===== src/rtl/fsp_pkg.sv =====
package fsp_pkg;
  typedef enum logic [1:0] {
    ST_IDLE  = 2'd0,
    ST_ISSUE = 2'd1,
    ST_WAIT  = 2'd2
  } fsp_state_e;
endpackage


===== src/rtl/fsp_range_chk.sv =====
module fsp_range_chk #(
  parameter int ADDR_W = 32,
  parameter int SIZE_W = 5
) (
  input  logic [ADDR_W-1:0] addr,
  input  logic [SIZE_W-1:0] fsize,
  output logic              out_of_range
);
  logic [SIZE_W:0] shamt;
  logic [ADDR_W:0] upper;

  always_comb begin
    shamt        = {1'b0, fsize} + {{SIZE_W{1'b0}}, 1'b1};
    upper        = {1'b0, addr} >> shamt;
    out_of_range = |upper;
  end
endmodule


===== src/rtl/fsp_match.sv =====
module fsp_match #(
  parameter int DATA_W = 8
) (
  input  logic [DATA_W-1:0] data,
  input  logic [DATA_W-1:0] target,
  input  logic [DATA_W-1:0] mask,
  input  logic              any_mode,
  output logic              hit
);
  logic [DATA_W-1:0] equal_bits;

  always_comb begin
    equal_bits = ~(data ^ target);
    if (any_mode) hit = |(equal_bits & mask);
    else          hit = &(equal_bits | ~mask);
  end
endmodule


===== src/rtl/fsp_gap_timer.sv =====
module fsp_gap_timer #(
  parameter int CNT_W = 16
) (
  input  logic             clk,
  input  logic             rst_n,
  input  logic             load,
  input  logic [CNT_W-1:0] load_val,
  input  logic             run,
  output logic             done
);
  logic [CNT_W-1:0] cnt_q, cnt_d;
  logic             cnt_en;

  always_comb begin
    cnt_en = load | (run & (cnt_q != '0));
    cnt_d  = load ? load_val : cnt_q - {{(CNT_W-1){1'b0}}, 1'b1};
    done   = (cnt_q == '0);
  end

  always_ff @(posedge clk or negedge rst_n) begin
    if (!rst_n)      cnt_q <= '0;
    else if (cnt_en) cnt_q <= cnt_d;
  end
endmodule


===== src/rtl/flash_status_poller.sv =====
module flash_status_poller
  import fsp_pkg::*;
#(
  parameter int DATA_W = 8,
  parameter int ADDR_W = 32,
  parameter int SIZE_W = 5,
  parameter int CNT_W  = 16
) (
  input  logic              clk,
  input  logic              rst_n,
  input  logic [DATA_W-1:0] cfg_match_val,
  input  logic [DATA_W-1:0] cfg_mask,
  input  logic              cfg_or_mode,
  input  logic [CNT_W-1:0]  cfg_interval,
  input  logic              cfg_auto_stop,
  input  logic              cfg_match_ie,
  input  logic              cfg_err_ie,
  input  logic [SIZE_W-1:0] cfg_fsize,
  input  logic [ADDR_W-1:0] cfg_addr,
  input  logic              start,
  input  logic              abort,
  input  logic [1:0]        flag_clr,
  output logic              cmd_req,
  output logic [ADDR_W-1:0] cmd_addr,
  input  logic              rsp_valid,
  input  logic [DATA_W-1:0] rsp_data,
  output logic              busy,
  output logic [DATA_W-1:0] status_data,
  output logic              match_flag,
  output logic              err_flag,
  output logic              irq
);
  localparam int CLR_MATCH = 0;
  localparam int CLR_ERR   = 1;

  logic [1:0] rst_sync_q;
  logic       rst_int_n;

  always_ff @(posedge clk or negedge rst_n) begin
    if (!rst_n) rst_sync_q <= 2'b00;
    else        rst_sync_q <= {rst_sync_q[0], 1'b1};
  end
  assign rst_int_n = rst_sync_q[1];

  fsp_state_e        state_q, state_d;
  logic              match_q, match_d;
  logic              err_q, err_d;
  logic [DATA_W-1:0] stat_q, stat_d;
  logic [ADDR_W-1:0] addr_q, addr_d;
  logic              addr_bad, hit, tmr_load, tmr_done, accept;

  fsp_range_chk #(.ADDR_W(ADDR_W), .SIZE_W(SIZE_W)) u_range (
    .addr(cfg_addr), .fsize(cfg_fsize), .out_of_range(addr_bad)
  );

  fsp_match #(.DATA_W(DATA_W)) u_match (
    .data(rsp_data), .target(cfg_match_val), .mask(cfg_mask),
    .any_mode(cfg_or_mode), .hit(hit)
  );

  fsp_gap_timer #(.CNT_W(CNT_W)) u_gap (
    .clk(clk), .rst_n(rst_int_n), .load(tmr_load), .load_val(cfg_interval),
    .run(state_q == ST_WAIT), .done(tmr_done)
  );

  always_comb begin
    state_d  = state_q;
    match_d  = match_q;
    err_d    = err_q;
    stat_d   = stat_q;
    addr_d   = addr_q;
    tmr_load = 1'b0;
    accept   = (state_q == ST_ISSUE) && rsp_valid;
    if (flag_clr[CLR_MATCH]) match_d = 1'b0;
    if (flag_clr[CLR_ERR])   err_d   = 1'b0;
    case (state_q)
      ST_IDLE: begin
        if (start) begin
          if (addr_bad) begin
            err_d = 1'b1;
          end else begin
            state_d = ST_ISSUE;
            addr_d  = cfg_addr;
          end
        end
      end
      ST_ISSUE: begin
        if (rsp_valid) begin
          stat_d = rsp_data;
          if (hit) match_d = 1'b1;
          if (hit && cfg_auto_stop) begin
            state_d = ST_IDLE;
          end else begin
            state_d  = ST_WAIT;
            tmr_load = 1'b1;
          end
        end
      end
      ST_WAIT: begin
        if (tmr_done) state_d = ST_ISSUE;
      end
      default: state_d = ST_IDLE;
    endcase
    if (abort) state_d = ST_IDLE;
  end

  always_ff @(posedge clk or negedge rst_int_n) begin
    if (!rst_int_n) begin
      state_q <= ST_IDLE;
      match_q <= 1'b0;
      err_q   <= 1'b0;
      stat_q  <= '0;
      addr_q  <= '0;
    end else begin
      state_q <= state_d;
      match_q <= match_d;
      err_q   <= err_d;
      if (accept) stat_q <= stat_d;
      if ((state_q == ST_IDLE) && start && !addr_bad) addr_q <= addr_d;
    end
  end

  assign cmd_req     = (state_q == ST_ISSUE);
  assign busy        = (state_q != ST_IDLE);
  assign cmd_addr    = addr_q;
  assign status_data = stat_q;
  assign match_flag  = match_q;
  assign err_flag    = err_q;
  assign irq         = (match_q & cfg_match_ie) | (err_q & cfg_err_ie);

  AST_REQ_WHILE_BUSY: assert property (@(posedge clk) disable iff (!rst_int_n)
    cmd_req |-> busy);
  AST_RSP_CAPTURE: assert property (@(posedge clk) disable iff (!rst_int_n)
    (cmd_req && rsp_valid) |=> (status_data == $past(rsp_data)));
  AST_BAD_ADDR_NO_CMD: assert property (@(posedge clk) disable iff (!rst_int_n)
    (!busy && start && addr_bad && !flag_clr[CLR_ERR]) |=> (!cmd_req && err_flag));
  AST_AUTO_STOP: assert property (@(posedge clk) disable iff (!rst_int_n)
    (cmd_req && rsp_valid && hit && cfg_auto_stop) |=> !busy);
  AST_IRQ_SOURCE: assert property (@(posedge clk) disable iff (!rst_int_n)
    irq |-> (match_flag || err_flag));
  AST_ABORT_IDLE: assert property (@(posedge clk) disable iff (!rst_int_n)
    abort |=> !busy);
endmodule


===== config.mk =====
export PLATFORM = sky130hd
export DESIGN_NAME = flash_status_poller
export DESIGN_NICKNAME = d
export VERILOG_FILES = /design/src/rtl/fsp_pkg.sv /design/src/rtl/fsp_range_chk.sv /design/src/rtl/fsp_match.sv /design/src/rtl/fsp_gap_timer.sv /design/src/rtl/flash_status_poller.sv
export SDC_FILE = /design/constraint.sdc
export NUM_CORES = 1
export LEC_CHECK = 0
export BUFFER_PORTS_ARGS = -buffer_cell sky130_fd_sc_hd__buf_4
export CAP_MARGIN = 20
export CORE_MARGIN = 2
export CORE_UTILIZATION = 40
export DETAILED_ROUTE_END_ITERATION = 12
export GPL_TIMING_DRIVEN = 0
export PLACE_DENSITY = 0.68
export SKIP_LAST_GASP = 1
export SYNTH_ARGS = -nofsm -noshare
export SYNTH_HDL_FRONTEND = slang
export SYNTH_SLANG_ARGS = --single-unit

===== constraint.sdc =====
create_clock -name clk -period 2.31 [get_ports clk]
set_input_delay 0.3465 -clock clk [delete_from_list [all_inputs] [get_ports clk]]
set_output_delay 0.3465 -clock clk [all_outputs]
set_load 0.02 [all_outputs]

== After elaboration in Yosys (flattened, before gate mapping) ==
Index checks and enable logic that the tools add are counted.
Word-level totals
  register bits: 62
  input port bits: 88
  output and inout port bits: 45
Operators by class
  add/subtract/negate cells: 2
  equality and inequality tests: 6
  shift-type cells: 1
  multiplexer cells: 20
  bitwise logic cells: 11
  reduce and logical (&&, ||, !) cells: 15
Operators by type and width (count)
  $reduce_or A33 Y1: 1
  $shr A32 B6 Y33: 1
  $logic_not A16 Y1: 1
  $mux W16: 1
  $not A8 Y8: 2
  $reduce_bool A16 Y1: 1
  $sub A16 B1 Y16 const B: 1
  $mux W1: 12
  $mux W2: 6
  $ne A3 B3 Y1 const B: 3
  $and A8 B8 Y8: 1
  $or A8 B8 Y8: 1
  $reduce_and A4 Y1: 2
  $reduce_and A8 Y1: 1
  $reduce_or A8 Y1: 1
  $xor A8 B8 Y8: 1
  $add A5 B1 Y6 const B: 1
  $pmux W2 S3: 1
  $logic_and A1 B1 Y1: 4
  $and A1 B1 Y1: 3
  $ne A3 B2 Y1 const B: 1
  $reduce_and A3 Y1: 1
  $eq A2 B1 Y1 const B: 1
  $eq A2 B2 Y1 const B: 1
  other kinds (5): 6

== Longest topological paths before layout ==
Gate-level depths: netlist of the first run.
  depth after elaboration: 10
  gate-level depth with buffers: 12
  gate-level depth less buffers: 10

== Modules after synthesis ==
From an unflattened synthesis of the first run, not the netlist that was laid out.
Unflattened totals
  cell total of the unflattened synthesis: 398
  area total of the unflattened synthesis: 3996.3 um2
Modules (own cells, without submodules)
  flash_status_poller: instances 1, cells each 111, area each 1785.5 um2, seq. area each 1151.1 um2
  fsp_gap_timer: instances 1, cells each 124, area each 1063.5 um2, seq. area each 400.4 um2
  fsp_range_chk: instances 1, cells each 136, area each 963.4 um2, seq. area each 0.0 um2
  fsp_match: instances 1, cells each 27, area each 183.9 um2, seq. area each 0.0 um2

== Least setup slack after synthesis of the first run ==
Ideal clock, no wire load.
  kind: input-to-reg
  start: in cfg_fsize[0]
  end: reg addr_q[10], in the netlist cmd_addr[10]
  library setup time: 127 ps
  arrival: 2761 ps
  data required time: 2183 ps
  setup slack: -579 ps
  cell stages on the path: 10
  path through: buf_4 -> buf_2 -> mux4_2 -> mux2i_1 -> nand2_1 -> a222oi_1 -> nand4_1 -> nor4_4 -> buf_6 -> mux2_1
Between the ends
  cells in the longest elaborated chain, start to end: 6
Ends and longest elaborated chain
  start: declaration: RTL line flash_status_poller.sv:18  | input logic [SIZE_W-1:0] cfg_fsize,
  $add A5 B1 Y6 *: RTL line fsp_range_chk.sv:13  | shamt = {1'b0, fsize} + {{SIZE_W{1'b0}}, 1'b1};
  $shr A32 B6 Y33 *: RTL line fsp_range_chk.sv:14  | upper = {1'b0, addr} >> shamt;
  $reduce_or A33 Y1 *: RTL line fsp_range_chk.sv:15  | out_of_range = |upper;
  $logic_not A1 Y1: RTL line flash_status_poller.sv:119  | if ((state_q == ST_IDLE) && start && !addr_bad) addr_q <= addr_d;
  $logic_and A1 B1 Y1: RTL line flash_status_poller.sv:119
  $reduce_and A4 Y1 (no source line) *
  end signal: assignment: RTL line flash_status_poller.sv:119
  end: declaration: RTL line flash_status_poller.sv:49  | logic [ADDR_W-1:0] addr_q, addr_d;
Every way passes the cells marked *; elsewhere a longest branch is shown, timed or not.
A chain may end at the register's enable or synchronous reset.

== Final worst setup path of the first run ==
  start: in cfg_fsize[0]
  end: reg addr_q[19], in the netlist cmd_addr[19]
Same word-level chain as after synthesis.

==> results of run 1 <==
[metal layers]
layer / vias to the layer above / global-route usage (%) / wire length [um]
met5: - / 0 / 0
met4: 0 / 7.99 / 474
met3: 50 / 7.73 / 1330
met2: 238 / 39.9 / 7100
met1: 2087 / 30.7 / 5590
li1: 1954 / - / -
[where the power goes]
group | switching, mW | internal, mW
registers | 0.0913 | 1.19
logic | 0.504 | 0.539
clock network | 0.480 | 0.586
[cells in the final DEF, fill, tap and decap left out, types with 4 or more instances in the layout]
| cell type | count |
|---|---|
| dfrtp_1 | 61 |
| nand3_1 | 7 |
| buf_12 | 8 |
| a211oi_2 | 7 |
| buf_4 | 165 |
| nand2_1 | 22 |
| nor2_4 | 4 |
| mux2_2 | 14 |
| mux4_2 | 9 |
| xnor2_1 | 9 |
| inv_1 | 19 |
| mux2_1 | 5 |
| a21oi_2 | 6 |
| o21ai_1 | 6 |
| nand2b_1 | 10 |
| nand4_1 | 4 |
| nand2_2 | 4 |
| a21oi_1 | 10 |
| mux2_4 | 29 |
| nor2_1 | 22 |
| o21ai_0 | 8 |
| clkbuf_1 | 6 |
| nor3_1 | 7 |
| nor2b_1 | 8 |
| buf_6 | 10 |
| nand3b_1 | 5 |
| o22ai_1 | 7 |
| mux2i_1 | 11 |
| clkbuf_8 | 13 |
| or3_1 | 4 |
| a22oi_1 | 7 |
[path summary, 6_finish.rpt]
path	from	end	slack (ps)	cells after the start
worst max-delay path	cfg_fsize[0]	cmd_addr[19]$_DFFE_PN0P_	-460	14
worst min-delay path	abort	state_q[0]$_DFFE_PN0P_	160	2
worst max register to register	u_gap.cnt_q[8]$_DFFE_PN0P_	u_gap.cnt_q[9]$_DFFE_PN0P_	-230	11
worst min register to register	rst_sync_q[1]$_DFF_PN0_	cmd_addr[27]$_DFFE_PN0P_	280	0
max in group asynchronous	rst_sync_q[1]$_DFF_PN0_	status_data[7]$_DFFE_PN0P_	1420	1
min in group asynchronous	rst_sync_q[1]$_DFF_PN0_	cmd_addr[27]$_DFFE_PN0P_	280	0
[cells by family (layout without fill, tap and decap cells)]
group | after synthesis | count (layout)
AND/OR/NAND/NOR | 125 | 125
buffers and inverters | 42 | 238
multiplexers | 71 | 71
XOR/XNOR | 13 | 13
adder cells (fa/ha/maj) | 1 | 1
AO/OA/AOI/OAI | 103 | 103
flip-flops | 62 | 62
other | 1 | 1
[flip-flops by register name, indices dropped and copies added (netlist names)]
register     flops
match_flag       1
status_data      8
u_gap.cnt_q     16
cmd_addr        32
rst_sync_q       2
state_q          2
err_flag         1
[critical path, stage by stage]
cell	delay, ps
buf_12	110
buf_16	130
buf_8	120
and2_4	140
nor4_4	330
nand3_1	130
a32o_1	280
o211ai_1	250
nand3_2	160
nor4_4	280
buf_4	170
buf_12	120
buf_12	120
mux2_4	300
[through the flow]
stage	power (mW)	util (%)	hold slack (ps)	worst slack [ps]	instances
finish	3.39	64.9	158	-465	750
floorplan	1.76	-	50.9	-465	418
global route	3.54	64.9	150	-547	750
detailed placement	2.13	53.3	129	-1290	684
global placement	2.12	53.1	130	-1360	683
CTS	3.31	60.7	155	-459	729
[what timing repair did]
action,4_1_cts,5_1_grt
gates cloned,3,3
pin swaps,10,32
hold endpoints to repair,2,0
setup endpoints to repair,51,50
gates resized for setup,58,71
buffers inserted,26,18
hold buffers,1,0
[layout make-up]
class | instances | area, sq um
fillers | 833 | 3600
multi-input cells | 314 | 2900
flip-flops and latches | 62 | 1550
repair buffers | 181 | 1510
plain buffers | 22 | 215
well taps | 136 | 170
clock buffers | 13 | 169
inverters | 19 | 71.3
clock inverters | 3 | 42.5
==> metrics, run 1 <==
Post-Syn Nets around 510; clk root buf clkbuf_8; #FFs+latches synth 62; DR vias/cell between 5 and 6; DRC violations left 0; power per cell area between 500 and 600 mW/mm^2; WL per Instance roughly 19 um; Syn Std Cell Area 0.00417 sq mm; # H-tree levels 3; Peak VDD IR roughly 370 uV; Clock Sinks 62; CP Max Fanout 5; Routed WL between 10,000 and 15,000 um; final setup vio count 47; post-synthesis mux area share roughly a fifth; post-synth cell types 63; Pleak approximately 3.0 nW; final antenna-violating net count 0; setup TNS -15,540 ps; Critical Path Sink Type register; Final Critical Period about 2800 ps; Die Y roughly 110 um; violated checks setup timing; Rows 37; mean area per synthesized cell roughly 10 sq um; Final HPWL DP slightly below 10,000 um; initial core utilization between 40% and 50%; IO buf count 129; first-pass GRT wire length 21,700 um; top-count cell post-synth dfrtp_1; via count 4,329; Post-synth EDFFs 0; Fmax between 0.3 and 0.4 GHz; CTS buffer count 9; DR iter-0 viols 248; Placed Area around 0.0055 sq mm; first-pass detailed-route iteration total 5; Cells after Synth between 400 and 500; routability cong. between 1 and 1.5; Slew Limit Headroom 56.3%; actual slew at the worst max-slew pin 645 ps; outcome complete, but fails checks; post-synthesis sequential area ratio 37.2%; DIE WIDTH approximately 110 um; fin area 0.00664 sq mm; Worst Clk Skew 10.4 ps; clock slew at reported path FFs around 70 ps; clk_lat worst skew 360 ps; RSZ-0062 raised after global routing yes; Core ar. 0.0102 sq mm; CP required 2540 ps; Layout Nets around 700; Final WS setup -465 ps; Ports roughly 130; Max Root-Sink Buffers 2; Synth warnings 0; post-synthesis xor/xnor area fraction ~2.7%; ys flop type dfrtp_1; CTS tree done; Synth Area in Simple Gates ~16%; compound-gate portion of the synthesized area between 10% and 20%; vias in the first global route about 4,300; most common library cells after synthesis dfrtp_1 (62), mux2_1 (30), nor2_1 (29); Final Max Slew Viols 0; share of cells above drive strength 1 53.4%; synth-to-layout area growth 59.2%; final hold viol count 0; Yosys top cell area share a little under two fifths; all-layer global routing usage between 20% and 30%; FFs w/ async S/R, synth 100%; WP data arrival ~3000 ps; Period Utilization, post-route 120%; initial antenna violation count 0; largest area contributor in the netlist dfrtp_1; Post-Synth Adder-Cell Area less than 1%; Area contributors post-synth dfrtp_1 (37%), mux2_1 (8.1%), mux2_2 (4.9%); MaxCap Viol Count 0; critical path startpoint category primary input; main combinational cell family by area after synthesis multiplexers; die area approximately 0.011 sq mm; ANT cells 0; grt ovf 0; largest net degree at the start of global routing 37; Setup Crit Path Kind primary input to register; Tightest Hold Check Type primary input to register
Power figures use the tool's default switching activity.
==> run 2: changes to the inputs <==
--- a/config.mk
+++ b/config.mk
@@ -8,10 +8,11 @@
 export BUFFER_PORTS_ARGS = -buffer_cell sky130_fd_sc_hd__buf_4
 export CAP_MARGIN = 20
 export CORE_MARGIN = 2
-export CORE_UTILIZATION = 40
+export CORE_UTILIZATION = 52
 export DETAILED_ROUTE_END_ITERATION = 12
 export GPL_TIMING_DRIVEN = 0
-export PLACE_DENSITY = 0.68
+export PLACE_DENSITY = 0.84
+export SKIP_CTS_REPAIR_TIMING = 1
 export SKIP_LAST_GASP = 1
 export SYNTH_ARGS = -nofsm -noshare
 export SYNTH_HDL_FRONTEND = slang
==> metrics, run 2 (synthesis gave the netlist of run 1 again) <==
Routed WL approximately 15,000 um; initial core utilization 53.9%; IO buf count ~130; clk_lat worst skew approximately 350 ps; Worst Clk Skew around 21 ps; GRT met2 Usage a little over half; Rows 32; final hold viol count 0; placed cell count 650; Core ar. between 0.007 and 0.008 sq mm; Clock Sinks 62; most common cell after layout, fill and taps aside buf_4; die area 0.00874 sq mm; CP required around 2500 ps; Slew Limit Headroom roughly half; Int Pwr between 2 and 2.5 mW; DRC violations left 0; Max Root-Sink Buffers 2; Critical-path top delay cell o31ai_1; Critical Path Sink Type register; switch share between 30% and 40%; WL per Instance 21.0 um; routability cong. roughly 0.94; Sequential Area between 0.0015 and 0.002 sq mm; WP data arrival 2950 ps; vias in the first global route 4,107; CTS buffer count 9; Period Utilization, post-route 118%; MaxCap Viol Count 0; Final WS setup -414 ps; clock power share between 20% and 30%; grt ovf 0; share of cells above drive strength 1 roughly 50%; synth-to-layout area growth 50.7%; CP max stage delay approximately 360 ps; Die Y 93.5 um; first-pass detailed-route iteration total 5; Final Critical Period about 2700 ps; DR iter-0 viols slightly above 400; number of flip-flops under the largest register name 32; worst-path cell chain buf_12 -> buf_12 -> buf_8 -> buf_4 -> a211oi_4 -> mux2i_1 -> o31ai_1 -> a31oi_2 -> nor4_4 -> buf_4 -> clkbuf_16 -> mux2_4; largest net degree at the start of global routing 32; violated checks setup timing; final antenna-violating net count 0; all-layer global routing usage between 30% and 40%; DIE WIDTH just over 90 um; gr busiest metal met2; Comb pwr share between 30% and 40%; Final Max Slew Viols 0; Pleak around 2.9 nW; sequential power share 41.0%; final setup vio count 49; worst hold slack just under 200 ps; Setup Crit Path Kind primary input to register; critical path startpoint category primary input; DR vias/cell between 6 and 7; outcome complete, but fails checks; Tightest Hold Check Type primary input to register; met3 usage in global routing under 10%; initial antenna violation count 0; clock slew at reported path FFs roughly 70 ps; Final HPWL DP 10,200 um; ANT cells 0; most frequent cells in the layout buf_4 (153), dfrtp_1 (61), mux2_4 (30); Ports between 100 and 150; Layout Nets slightly below 700; Non-Filler Instances 700; CTS tree done; Layout fillers 474; RSZ-0062 raised after global routing yes; # H-tree levels 3; CP Max Fanout 10; via count around 4,300; Fmax about 0.37 GHz; Peak VDD IR ~370 uV; clk root buf clkbuf_8; power per cell area approximately 500 mW/mm^2; multi-input logic area approximately 0.0028 sq mm; actual slew at the worst max-slew pin between 700 and 800 ps; first-pass GRT wire length between 20,000 and 25,000 um; met1 usage 39.0%; P_sw roughly 1.0 mW
[run 2: path summary, 6_finish.rpt]
| path | cells after the start | slack, ps | endpoint | start |
|---|---|---|---|---|
| min in group asynchronous | 2 | 310 | rst_sync_q[1]$_DFF_PN0_ | rst_n |
| worst max register to register | 12 | -300 | u_gap.cnt_q[13]$_DFFE_PN0P_ | u_gap.cnt_q[0]$_DFFE_PN0P_ |
| max in group asynchronous | 1 | 1350 | cmd_addr[4]$_DFFE_PN0P_ | rst_sync_q[1]$_DFF_PN0_ |
| worst max-delay path | 12 | -410 | cmd_addr[8]$_DFFE_PN0P_ | cfg_fsize[0] |
| worst min-delay path | 2 | 190 | err_flag$_DFF_PN0_ | flag_clr[1] |
| worst min register to register | 0 | 340 | cmd_addr[19]$_DFFE_PN0P_ | rst_sync_q[1]$_DFF_PN0_ |
[run 2: power by group through the flow]
stage	clock network, mW	registers (mW)	logic, mW
final	0.867	1.29	0.986
after global routing	0.921	1.30	1.04
after CTS	0.871	1.28	0.845
after detailed placement	0	1.30	0.842
after global placement	0	1.30	0.816
after floorplan	0	1.37	0.388
[run 2: per-stage QoR]
step | power [mW] | worst slack [ps] | area (sq um) | util, % | TNS [ps]
4_1_cts | 2.99 | -889 | 5580 | 72.3 | -31630
3_5_place_dp | 2.14 | -1190 | 5420 | 70.1 | -42170
5_1_grt | 3.26 | -502 | 6280 | 81.2 | -21450
3_3_place_gp | 2.11 | -1240 | 5390 | 69.8 | -51920
6_report | 3.14 | -414 | 6280 | 81.2 | -16170
2_1_floorplan | 1.76 | -465 | 4300 | - | -14370
[run 2: layer usage]
metal / vias to the layer above / routed length (um)
met4: 0 / 414
li1: 1922 / -
met3: 48 / 1040
met1: 2152 / 5730
met5: - / 0
met2: 226 / 7530
[run 2: final cells by class]
type                    instances  area share, %
plain buffers                  23           3.31
flip-flops and latches         62           24.7
clock buffers                  12           2.31
well taps                     102           2.03
repair buffers                164           21.6
clock inverters                 4          0.379
multi-input cells             314           44.5
inverters                      19           1.14
[run 2: worst max-delay path, delay by kind of cell]
kind / cells / cell delay, ps
buf+inv: 6 / 950
mux: 2 / 470
simple gates: 1 / 330
compound gates: 3 / 840
